## src/rtl/ind_reg_bridge.sv

```systemverilog
module ind_reg_bridge #(
  parameter int TIMEOUT = 64
) (
  input  logic        clk,
  input  logic        rst_n,
  input  logic        host_sel,
  input  logic        host_wr,
  input  logic [2:0]  host_off,
  input  logic [7:0]  host_wdata,
  output logic [7:0]  host_rdata,
  output logic        ds_req,
  output logic        ds_we,
  output logic [15:0] ds_addr,
  output logic [7:0]  ds_wdata,
  input  logic        ds_ack,
  input  logic [7:0]  ds_rdata
);
  localparam int CW = (TIMEOUT > 1) ? $clog2(TIMEOUT) : 1;
  localparam logic [CW-1:0] LAST = CW'(TIMEOUT - 1);

  logic [7:0]    lo_q, hi_q, wd_q, rd_q;
  logic [1:0]    op_q;
  logic [CW-1:0] cnt_q;

  wire busy   = |op_q;
  wire hw     = host_sel & host_wr & ~busy;
  wire ctl_wr = hw && host_off == 3'd4;
  wire go_rd  = ctl_wr && host_wdata[1:0] == 2'b01;
  wire go_wr  = ctl_wr && host_wdata[1:0] == 2'b10;
  wire tmo    = busy && !ds_ack && cnt_q == LAST;

  always_ff @(posedge clk or negedge rst_n) begin
    if (!rst_n) begin
      lo_q  <= '0;
      hi_q  <= '0;
      wd_q  <= '0;
      rd_q  <= '0;
      op_q  <= '0;
      cnt_q <= '0;
    end else if (busy) begin
      if (ds_ack || tmo) begin
        op_q <= '0;
        if (op_q[0]) rd_q <= ds_ack ? ds_rdata : 8'hFF;
      end else begin
        cnt_q <= cnt_q + 1'b1;
      end
    end else begin
      if (hw && host_off == 3'd0) lo_q <= host_wdata;
      if (hw && host_off == 3'd1) hi_q <= host_wdata;
      if (hw && host_off == 3'd2) wd_q <= host_wdata;
      if (go_rd || go_wr) begin
        op_q  <= {go_wr, go_rd};
        cnt_q <= '0;
      end
    end
  end

  always_comb begin
    case (host_off)
      3'd0:    host_rdata = lo_q;
      3'd1:    host_rdata = hi_q;
      3'd2:    host_rdata = wd_q;
      3'd3:    host_rdata = rd_q;
      3'd5:    host_rdata = {6'b0, op_q};
      default: host_rdata = 8'h00;
    endcase
  end

  assign ds_req   = busy;
  assign ds_we    = op_q[1];
  assign ds_addr  = {hi_q, lo_q};
  assign ds_wdata = wd_q;

  assert_read_start_R2: assert property (@(posedge clk) disable iff (!rst_n)
    (!ds_req && host_sel && host_wr && host_off == 3'd4 && host_wdata[1:0] == 2'b01)
      |=> (ds_req && !ds_we));

  assert_write_start_R2: assert property (@(posedge clk) disable iff (!rst_n)
    (!ds_req && host_sel && host_wr && host_off == 3'd4 && host_wdata[1:0] == 2'b10)
      |=> (ds_req && ds_we));

  assert_bad_cmd_R8: assert property (@(posedge clk) disable iff (!rst_n)
    (!ds_req && host_sel && host_wr && host_off == 3'd4 &&
     (host_wdata[1:0] == 2'b00 || host_wdata[1:0] == 2'b11)) |=> !ds_req);

  assert_hold_R6: assert property (@(posedge clk) disable iff (!rst_n)
    (ds_req && !ds_ack) |=> (!ds_req ||
      ($stable(ds_addr) && $stable(ds_wdata) && $stable(ds_we))));

  assert_ack_ends_R6: assert property (@(posedge clk) disable iff (!rst_n)
    (ds_req && ds_ack) |=> !ds_req);

  assert_capture_R4: assert property (@(posedge clk) disable iff (!rst_n)
    (ds_req && ds_ack && !ds_we) |=> (rd_q == $past(ds_rdata)));

  assert_timeout_ff_R9: assert property (@(posedge clk) disable iff (!rst_n)
    (ds_req && !ds_ack && !ds_we && cnt_q == LAST) |=> (!ds_req && rd_q == 8'hFF));

  assert_busy_lock_R7: assert property (@(posedge clk) disable iff (!rst_n)
    (ds_req && !ds_ack && cnt_q != LAST) |=> (ds_req && $stable(ds_addr)));
endmodule

```

## config.mk

```make
export PLATFORM = sky130hd
export DESIGN_NAME = ind_reg_bridge
export DESIGN_NICKNAME = d
export VERILOG_FILES = /design/src/rtl/ind_reg_bridge.sv
export SDC_FILE = /design/constraint.sdc
export NUM_CORES = 1
export LEC_CHECK = 0
export ABC_AREA = 1
export BUFFER_PORTS_ARGS = -buffer_cell sky130_fd_sc_hd__buf_2
export CAP_MARGIN = 40
export CORE_UTILIZATION = 45
export CTS_CLUSTER_DIAMETER = 100
export CTS_CLUSTER_SIZE = 20
export DETAILED_ROUTE_END_ITERATION = 6
export HOLD_SLACK_MARGIN = 0.1
export PLACE_DENSITY = 0.72
export SLEW_MARGIN = 15
export SYNTH_ARGS = -nofsm -noshare
export SYNTH_HDL_FRONTEND = slang
export SYNTH_SLANG_ARGS = --single-unit
```

## constraint.sdc

```tcl
create_clock -name clk -period 1.65 [get_ports clk]
set_clock_uncertainty 0.15 [all_clocks]
set_input_delay 0.33 -clock clk [delete_from_list [all_inputs] [get_ports clk]]
set_output_delay 0.33 -clock clk [all_outputs]
set_load 0.05 [all_outputs]
```

# Word-level counts from Yosys, hierarchy flattened
# Index checks and enable logic that the tools add are counted.
classes:
  add_sub_neg: 1
  eq_ne: 10
  n_mux: 8
  bitwise: 3
  reduce_logical: 20
op_table:
  columns: ["operator", "count"]
  rows:
  - ["8-bit case mux with 5 select lines", 1]
  - ["6-bit 2-to-1 mux", 3]
  - ["2-bit AND reduction", 5]
  - ["1-bit logical AND", 8]
  - ["8-bit 2-to-1 mux", 1]
  - ["6-bit by 1-bit adder with 6-bit output, second input constant", 1]
  - ["3-bit by 2-bit == test with 1-bit output, second input constant", 2]
  - ["3-bit == test, second input constant", 2]
  - ["6-bit == test, second input constant", 1]
  - ["2-bit 2-to-1 mux", 3]
  - ["3-bit by 1-bit == test with 1-bit output, second input constant", 1]
  - ["3-bit logical NOT", 1]
  - ["3-bit AND reduction", 1]
  - ["1-bit AND", 2]
  - ["2-bit by 1-bit == test with 1-bit output, second input constant", 1]
  - ["2-bit == test, second input constant", 1]
  - ["1-bit logical OR", 2]
  - ["2-bit by 1-bit inequality test with 1-bit output, second input constant", 1]
  - ["2-bit inequality test, second input constant", 1]
  - ["2-bit nonzero test", 1]
  - ["2-bit OR reduction", 1]
  - ["1-bit logical NOT", 1]
  - ["1-bit inverter", 1]
word_totals:
  reg_bits: 40
  output_inout_bits: 34
  word_cells: 48

# Depth between registers and ports, before layout
# Gate-level depths: netlist of the first run.
depth:
  depth_word: 8
  depth_mapped: 8
  depth_no_buf: 8

# Worst setup path after synthesis of the first run
# OpenSTA, ideal clock, no wires.
synth_timing:
  path_type: "reg2reg"
  start: "register op_q[1]"
  end: "register cnt_q[0]"
  setup_time_ns: 0.066
  t_arrival_ns: 1.718
  required_time_ns: 1.434
  slack_ns: -0.284
  path_stages_with_launch: 7
  cell_sequence: "dfrtp_1 nor2_4 inv_1 nand3_1 nand2_1 nand2_1 nand2_1"
synth_between:
  elab_chain_len: 8
synth_lines:
  columns: ["element", "line", "rtl"]
  rows:
  - ["start, declared", "22", "logic [1:0] op_q;"]
  - ["start signal, assigned", "52", "op_q <= {go_wr, go_rd};"]
  - ["2-bit OR reduction (*)", "25", "wire busy = |op_q;"]
  - ["net ds_req", "11", "output logic ds_req,"]
  - ["1-bit inverter (no source line)", null, null]
  - ["1-bit AND", "26", "wire hw = host_sel & host_wr & ~busy;"]
  - ["1-bit logical AND", "27", "wire ctl_wr = hw && host_off == 3'd4;"]
  - ["1-bit logical AND (on tied branches)", "28, 29", null]
  - ["1-bit logical OR", "51", "if (go_rd || go_wr) begin"]
  - ["2-bit nonzero test (no source line)", null, null]
  - ["2-bit AND reduction (no source line)", null, null]
  - ["end signal, assigned", "45", "cnt_q <= cnt_q + 1'b1;"]
  - ["end, declared", "23", "logic [CW-1:0] cnt_q;"]
# Mark *: on every way through the listed nets, which the timed path passes. The rest lies on a longest branch.
# A chain may end at the register's enable or synchronous reset.

# Worst setup path in the final report of the first run
layout_timing:
  start: "input host_off[1]"
  end: "output host_rdata[7]"
layout_between:
  elab_chain_len: 2
layout_lines:
  columns: ["element", "line", "rtl"]
  rows:
  - ["start, declared", "8", "input logic [2:0] host_off,"]
  - ["3-bit == test (tied with other cells)", "59", "case (host_off)"]
  - ["8-bit case mux with 5 select lines (*)", "59", null]
  - ["end, declared", "10", "output logic [7:0] host_rdata,"]
# Mark *: on every way between the ends. The rest lies on a longest branch, timed or not.

==> results of run 1 <==
per-stage QoR:
stage               power, mW  hold slack [ns]
floorplan                2.76           -0.116
detailed placement       3.26            0.167
finish                   4.11            0.178
global route             4.33            0.189
global placement         3.23            0.165
CTS                      4.07            0.169
sequential cells by signal, summed over array words and instances, names as in the netlist:
name,count
op_q,2
rd_q,8
hi_q,8
ds_wdata,8
cnt_q,6
lo_q,8
power breakdown:
part / leakage [nW] / switching (mW) / internal, mW / total (mW)
Sequential: 0.510 / 0.245 / 1.27 / 1.52
Clock: 0.0455 / 0.319 / 0.341 / 0.660
Combinational: 0.993 / 1.33 / 0.602 / 1.93
Yosys cell counts (all sizes together):
master	n	area, sq um
nand2	104	410
ha	1	12.5
or2	8	50.1
clkbuf	1	3.75
buf	4	32.5
nand3	21	105
xor2	1	8.76
nand3b	1	7.51
nand4	10	62.6
a21oi	2	10.0
dfrtp	40	1000
o21ai	27	191
nor3	5	63.8
nor2	13	56.3
inv	20	75.1
worst min-delay path, stage by stage:
cell     delay, ns
buf_2         0.07
inv_1         0.05
o21ai_2       0.12
layer usage:
layer  GRT usage [%]  part of all wire (%)  vias up
met5               0                     0        -
met4            7.33                   1.5        0
met3            4.47                   4.0        7
met2            38.9                    51       51
met1            28.5                    44      945
li1                -                     -     1023
what timing repair did:
item	4_1_cts	5_1_grt
gates resized for setup	46	18
buffers inserted	5	3
pin swaps	13	15
gates cloned	0	1
endpoints found under the setup margin	12	50
hold buffers	1	0
hold endpoints to repair	40	0
cell type report:
class / instances / area (sq um)
well taps: 52 / 65.1
fillers: 370 / 1410
clock buffers: 8 / 90.1
inverters: 20 / 86.3
repair buffers: 88 / 658
flip-flops and latches: 40 / 1000
multi-input cells: 194 / 1110
how the worst min path moves through the flow:
stage / start / end / cells after the start
3_3_place_gp: rst_n / hi_q[6] / 2
6_report: host_wdata[6] / hi_q[6] / 3
4_1_cts: host_wdata[7] / hi_q[7] / 3
2_1_floorplan: rst_n / cnt_q[0] / 0
3_5_place_dp: rst_n / ds_wdata[6] / 2
5_1_grt: host_wdata[3] / ds_wdata[3] / 3
logic make-up after synthesis:
| logic type | after synthesis | share of synthesized area, % |
|---|---|---|
| xor gates and xnor gates | 1 | 0.419 |
| adders and majority gates | 1 | 0.598 |
| DFF | 40 | 47.9 |
| buffers and inverters | 25 | 5.33 |
| AOI/OAI and AO/OA | 29 | 9.64 |
| and+or+nand+nor | 162 | 36.1 |
==> impl_metrics.yaml, run 1 <==
finish:
  syn2layout_area_growth_pct: 43.9
  fin_nets: 374
  final_cell_count_no_fill: 402
  layout_common_cells: "nand2_1 (88), buf_2 (44), dfrtp_1 (38), buf_4 (22), nand3_1 (19)"
  diodes: 0
  fin_area_sq_mm: 0.00301
  fin_util_pct: 68.2
  drive_above_1_share_pct: 42.6
  layout_commonest_cell: "nand2_1"
worst_setup_path:
  crit_buf_inv: 3
  r2r_end: "cnt_q[2]"
  worstPathRequired_ns: 1.17
  r2r_slack_ns: 0.09
  slowest_stage: "nor3_4"
  r2r-start: "cnt_q[1]"
  critical_path_class: "input pin to output pin"
  slowest_delay_ns: 0.28
  critPathMaxFanout: 5
  critPathArrivalTime_ns: 1.22
  crit_path_end_kind: "output pin"
  path_cells: "buf_12 > nor3_4 > buf_4 > nand2_2 > nand4_1 > buf_6"
  critPathCapture: "host_rdata[7]"
  r2r_cells: 8
  cp_num_cells: 6
  start_kind: "input pin"
  cp_top_family: "buffers and inverters"
  startpoint: "host_off[1]"
placed_design:
  gp_congestion: 0.848
  post-place-ws_ns: -0.168
  io_buffers: 57
  dp_hpwl_mm: 3.63
  dpl-instance-area_sq_mm: 0.00261
  dpl.cell_count: 384
clock_tree:
  cts_tree: "yes"
  htreeDepth: 2
  clk_path_buf_depth: 2
  cts_root_buffer: "clkbuf_8"
  numCtsBuffers: 5
  clk_latency_ns: 0.28
  path_clk_slew_ns: 0.07
  cts_sinks: 40
timing:
  setup_tns_ns: -0.282
  min_period_ns: 1.70
  timing.fmax_ghz: 0.588
  setup_viol: 8
  slew_violations: 0
  tightest_slew_ns: 0.379
  slew_headroom_pct: 74.6
  finalWorstSetupSlack_ns: -0.0497
  period_share_pct: 103
  hold_violations: 0
  rsz0062_at_grt: "yes"
yosys:
  yosysWarnings: 0
  netlist_instances: 258
  syn_avg_cell_area_sq_um: 8.10
  synth_cell_types: 24
  synth-seq-area-share_pct: 47.9
  ys_ff_latch: 40
  synth_fp_nets: 283
  netlist_area_sq_mm: 0.00209
run_status:
  violations: "negative setup slack"
  outcome: "complete, but fails checks"
global_routing:
  grt_overflow: 0
  grt_max_degree: 41
  grt_pass1_vias: 1957
  grt_pass1_wl_mm: 8.76
  antenna_found_initial: 0
  track_usage_pct: 22.6
floorplan:
  die_w_microns: 70.2
  num_rows: 24
  ios: 58
  start_util_pct: 47.4
  die_h_microns: 70.2
  dieArea_sq_mm: 0.00492
  core_area_sq_mm: 0.00441
route:
  drc: 0
  drt-total-wl_mm: 5.21
  firstDrtPassIters: 4
  post_drt_via_cell_ratio: 5.04
  num_vias: 2026
  drtIter0Drc: 72
  antenna_left: 0
  wl_per_cell_microns: 13.0
pwr:
  pwr_density_cell_mw_per_mm2: 1370
  leakagePower_nw: 1.55
  ir_drop_mv: 0.668
hold_path:
  min-delay-path-class: "input pin to flop"
run:
  maxCapViolCount: 0
No activity file was read; power rests on OpenSTA's default activity.
==> run 2: changes to the inputs <==
--- a/config.mk
+++ b/config.mk
@@ -13,7 +13,7 @@
 export CTS_CLUSTER_SIZE = 20
 export DETAILED_ROUTE_END_ITERATION = 6
 export HOLD_SLACK_MARGIN = 0.1
-export PLACE_DENSITY = 0.72
+export PLACE_DENSITY = 0.84
 export SLEW_MARGIN = 15
 export SYNTH_ARGS = -nofsm -noshare
 export SYNTH_HDL_FRONTEND = slang
==> impl_metrics.yaml, run 2 (synthesized netlist as in run 1, its figures left out) <==
clock_tree:
  cts_tree: "yes"
  cts_root_buffer: "clkbuf_8"
  numCtsBuffers: 5
  clk_path_buf_depth: 2
  htreeDepth: 2
  cts_sinks: 40
  path_clk_slew_ns: 0.08
  clk_latency_ns: 0.29
timing:
  setup_tns_ns: -0.0475
  min_period_ns: 1.69
  setup_viol: 2
  finalWorstSetupSlack_ns: -0.0366
  timing.fmax_ghz: 0.593
  tightest_slew_ns: 0.439
  slew_headroom_pct: 70.7
  rsz0062_at_grt: "yes"
  holdWs_ns: 0.167
  period_share_pct: 102
  hold_violations: 0
  slew_violations: 0
route:
  num_vias: 2106
  drc: 0
  drtIter0Drc: 133
  dr_wl_met2_mm: 2.88
  wl_met3_microns: 268
  wl_met1_mm: 2.40
  drt-total-wl_mm: 5.65
  wl_per_cell_microns: 14.3
  topRoutingLayerUsed: "met4"
  post_drt_via_cell_ratio: 5.32
  firstDrtPassIters: 4
  antenna_left: 0
floorplan:
  ios: 58
  die_w_microns: 70.2
  core_area_sq_mm: 0.00441
  dieArea_sq_mm: 0.00492
  num_rows: 24
  start_util_pct: 47.4
  die_h_microns: 70.2
finish:
  multi_input_area_sq_mm: 0.00103
  final_cell_count_no_fill: 396
  fin_nets: 368
  layout_commonest_cell: "nand2_1"
  diodes: 0
  fillers: 334
  layout_common_cells: "nand2_1 (91), buf_2 (45), dfrtp_1 (39), buf_4 (20), nand3_1 (19)"
  drive_above_1_share_pct: 39.8
  syn2layout_area_growth_pct: 37.6
  register_area_sq_mm: 0.00100
worst_setup_path:
  slowest_delay_ns: 0.27
  slowest_stage: "nor3_4"
  critPathArrivalTime_ns: 1.21
  startpoint: "host_off[1]"
  worstPathRequired_ns: 1.17
  r2r_end: "rd_q[2]"
  path_common_cell: "buf_6"
  r2r-start: "cnt_q[1]"
  critPathMaxFanout: 4
  critical_path_class: "input pin to output pin"
  start_kind: "input pin"
  path_cells: "buf_8 > nor3_4 > buf_6 > nand2_2 > nand4_1 > buf_6"
  cp_top_family: "buffers and inverters"
  crit_path_end_kind: "output pin"
  r2r_slack_ns: 0.12
  crit_buf_inv: 3
  r2r_cells: 8
pwr:
  swShare_pct: 47.0
  ir_drop_mv: 0.758
  pwr_density_cell_mw_per_mm2: 1410
  leakagePower_nw: 1.51
  combPwrFrac_pct: 45.9
  intPower_mw: 2.15
  p_seq_share_pct: 37.1
  p_clk_share_pct: 17.0
  p_switching_mw: 1.91
placed_design:
  dpl.cell_count: 381
  io_buffers: 57
  dp_hpwl_mm: 3.99
  post-place-ws_ns: -0.164
  gp_congestion: 0.815
global_routing:
  antenna_found_initial: 0
  grt_pass1_wl_mm: 9.47
  grt_pass1_vias: 2021
  grt_overflow: 0
  grt_max_degree: 26
  track_usage_pct: 24.5
hold_path:
  min-delay-path-class: "input pin to flop"
  holdPathStages: 3
  min_from: "host_wdata[6]"
  worstHoldEndpoint: "hi_q[6]"
run_status:
  outcome: "complete, but fails checks"
  violations: "negative setup slack"
run:
  maxCapViolCount: 0
## run 2: changes by cell type in the layout (fill, tap and decap cells not counted), sizes merged
cell	change
buf	-5
o21ai	-1
## run 2: worst register-to-register path: stages, from the launching register on
cell and delay [ns]:
dfrtp_1 0.39, ha_1 0.22, nand3_2 0.12, nor2_1 0.11, nand2_1 0.06, nand2_1 0.09, nand2_2 0.13, nand2_1 0.10
nand2_1 0.06
## run 2: metrics by stage
| step | power, mW | instance area (sq um) | utilization [%] |
|---|---|---|---|
| 2_1_floorplan | 2.76 | 2130 | - |
| 3_3_place_gp | 3.19 | 2590 | 58.6 |
| 3_5_place_dp | 3.24 | 2590 | 58.6 |
| 4_1_cts | 4.02 | 2840 | 64.3 |
| 5_1_grt | 4.25 | 2880 | 65.2 |
| 6_report | 4.07 | 2880 | 65.2 |
## run 2: routing by layer
metal | vias up | track usage [%]
li1 | 1007 | -
met1 | 1014 | 31.8
met2 | 75 | 40.5
met3 | 10 | 5.48
met4 | 0 | 8.44
met5 | - | 0
## run 2: power by group through the flow
stage | clock [mW] | combinational, mW | sequential [mW]
3_5_place_dp | 0 | 1.73 | 1.51
5_1_grt | 0.733 | 1.98 | 1.54
2_1_floorplan | 0 | 0.659 | 2.11
4_1_cts | 0.683 | 1.85 | 1.49
6_report | 0.689 | 1.87 | 1.51
3_3_place_gp | 0 | 1.69 | 1.50
## run 2: layout make-up
class / count / share of cell area (%)
flip-flops and latches: 40 / 34.8
multi-input cells: 193 / 35.8
repair buffers: 83 / 21.1
well taps: 52 / 2.26
inverters: 20 / 2.83
clock buffers: 8 / 3.13
## run 2: worst max-delay path by stage
stage	end	slack, ns	cells after the start
after detailed placement	host_rdata[2]	-0.16	7
after CTS	host_rdata[0]	-0.04	7
after global placement	host_rdata[2]	-0.15	7
after floorplan	host_rdata[0]	-0.15	6
final	host_rdata[2]	-0.04	6
after global routing	host_rdata[0]	-0.1	7
## run 2: repair_timing
item,in CTS,in global routing
endpoints found under the hold margin,15,0
gates resized for setup,37,7
pin swaps,12,4
setup endpoints to repair,9,25
setup buffers,4,2
hold buffers,1,0
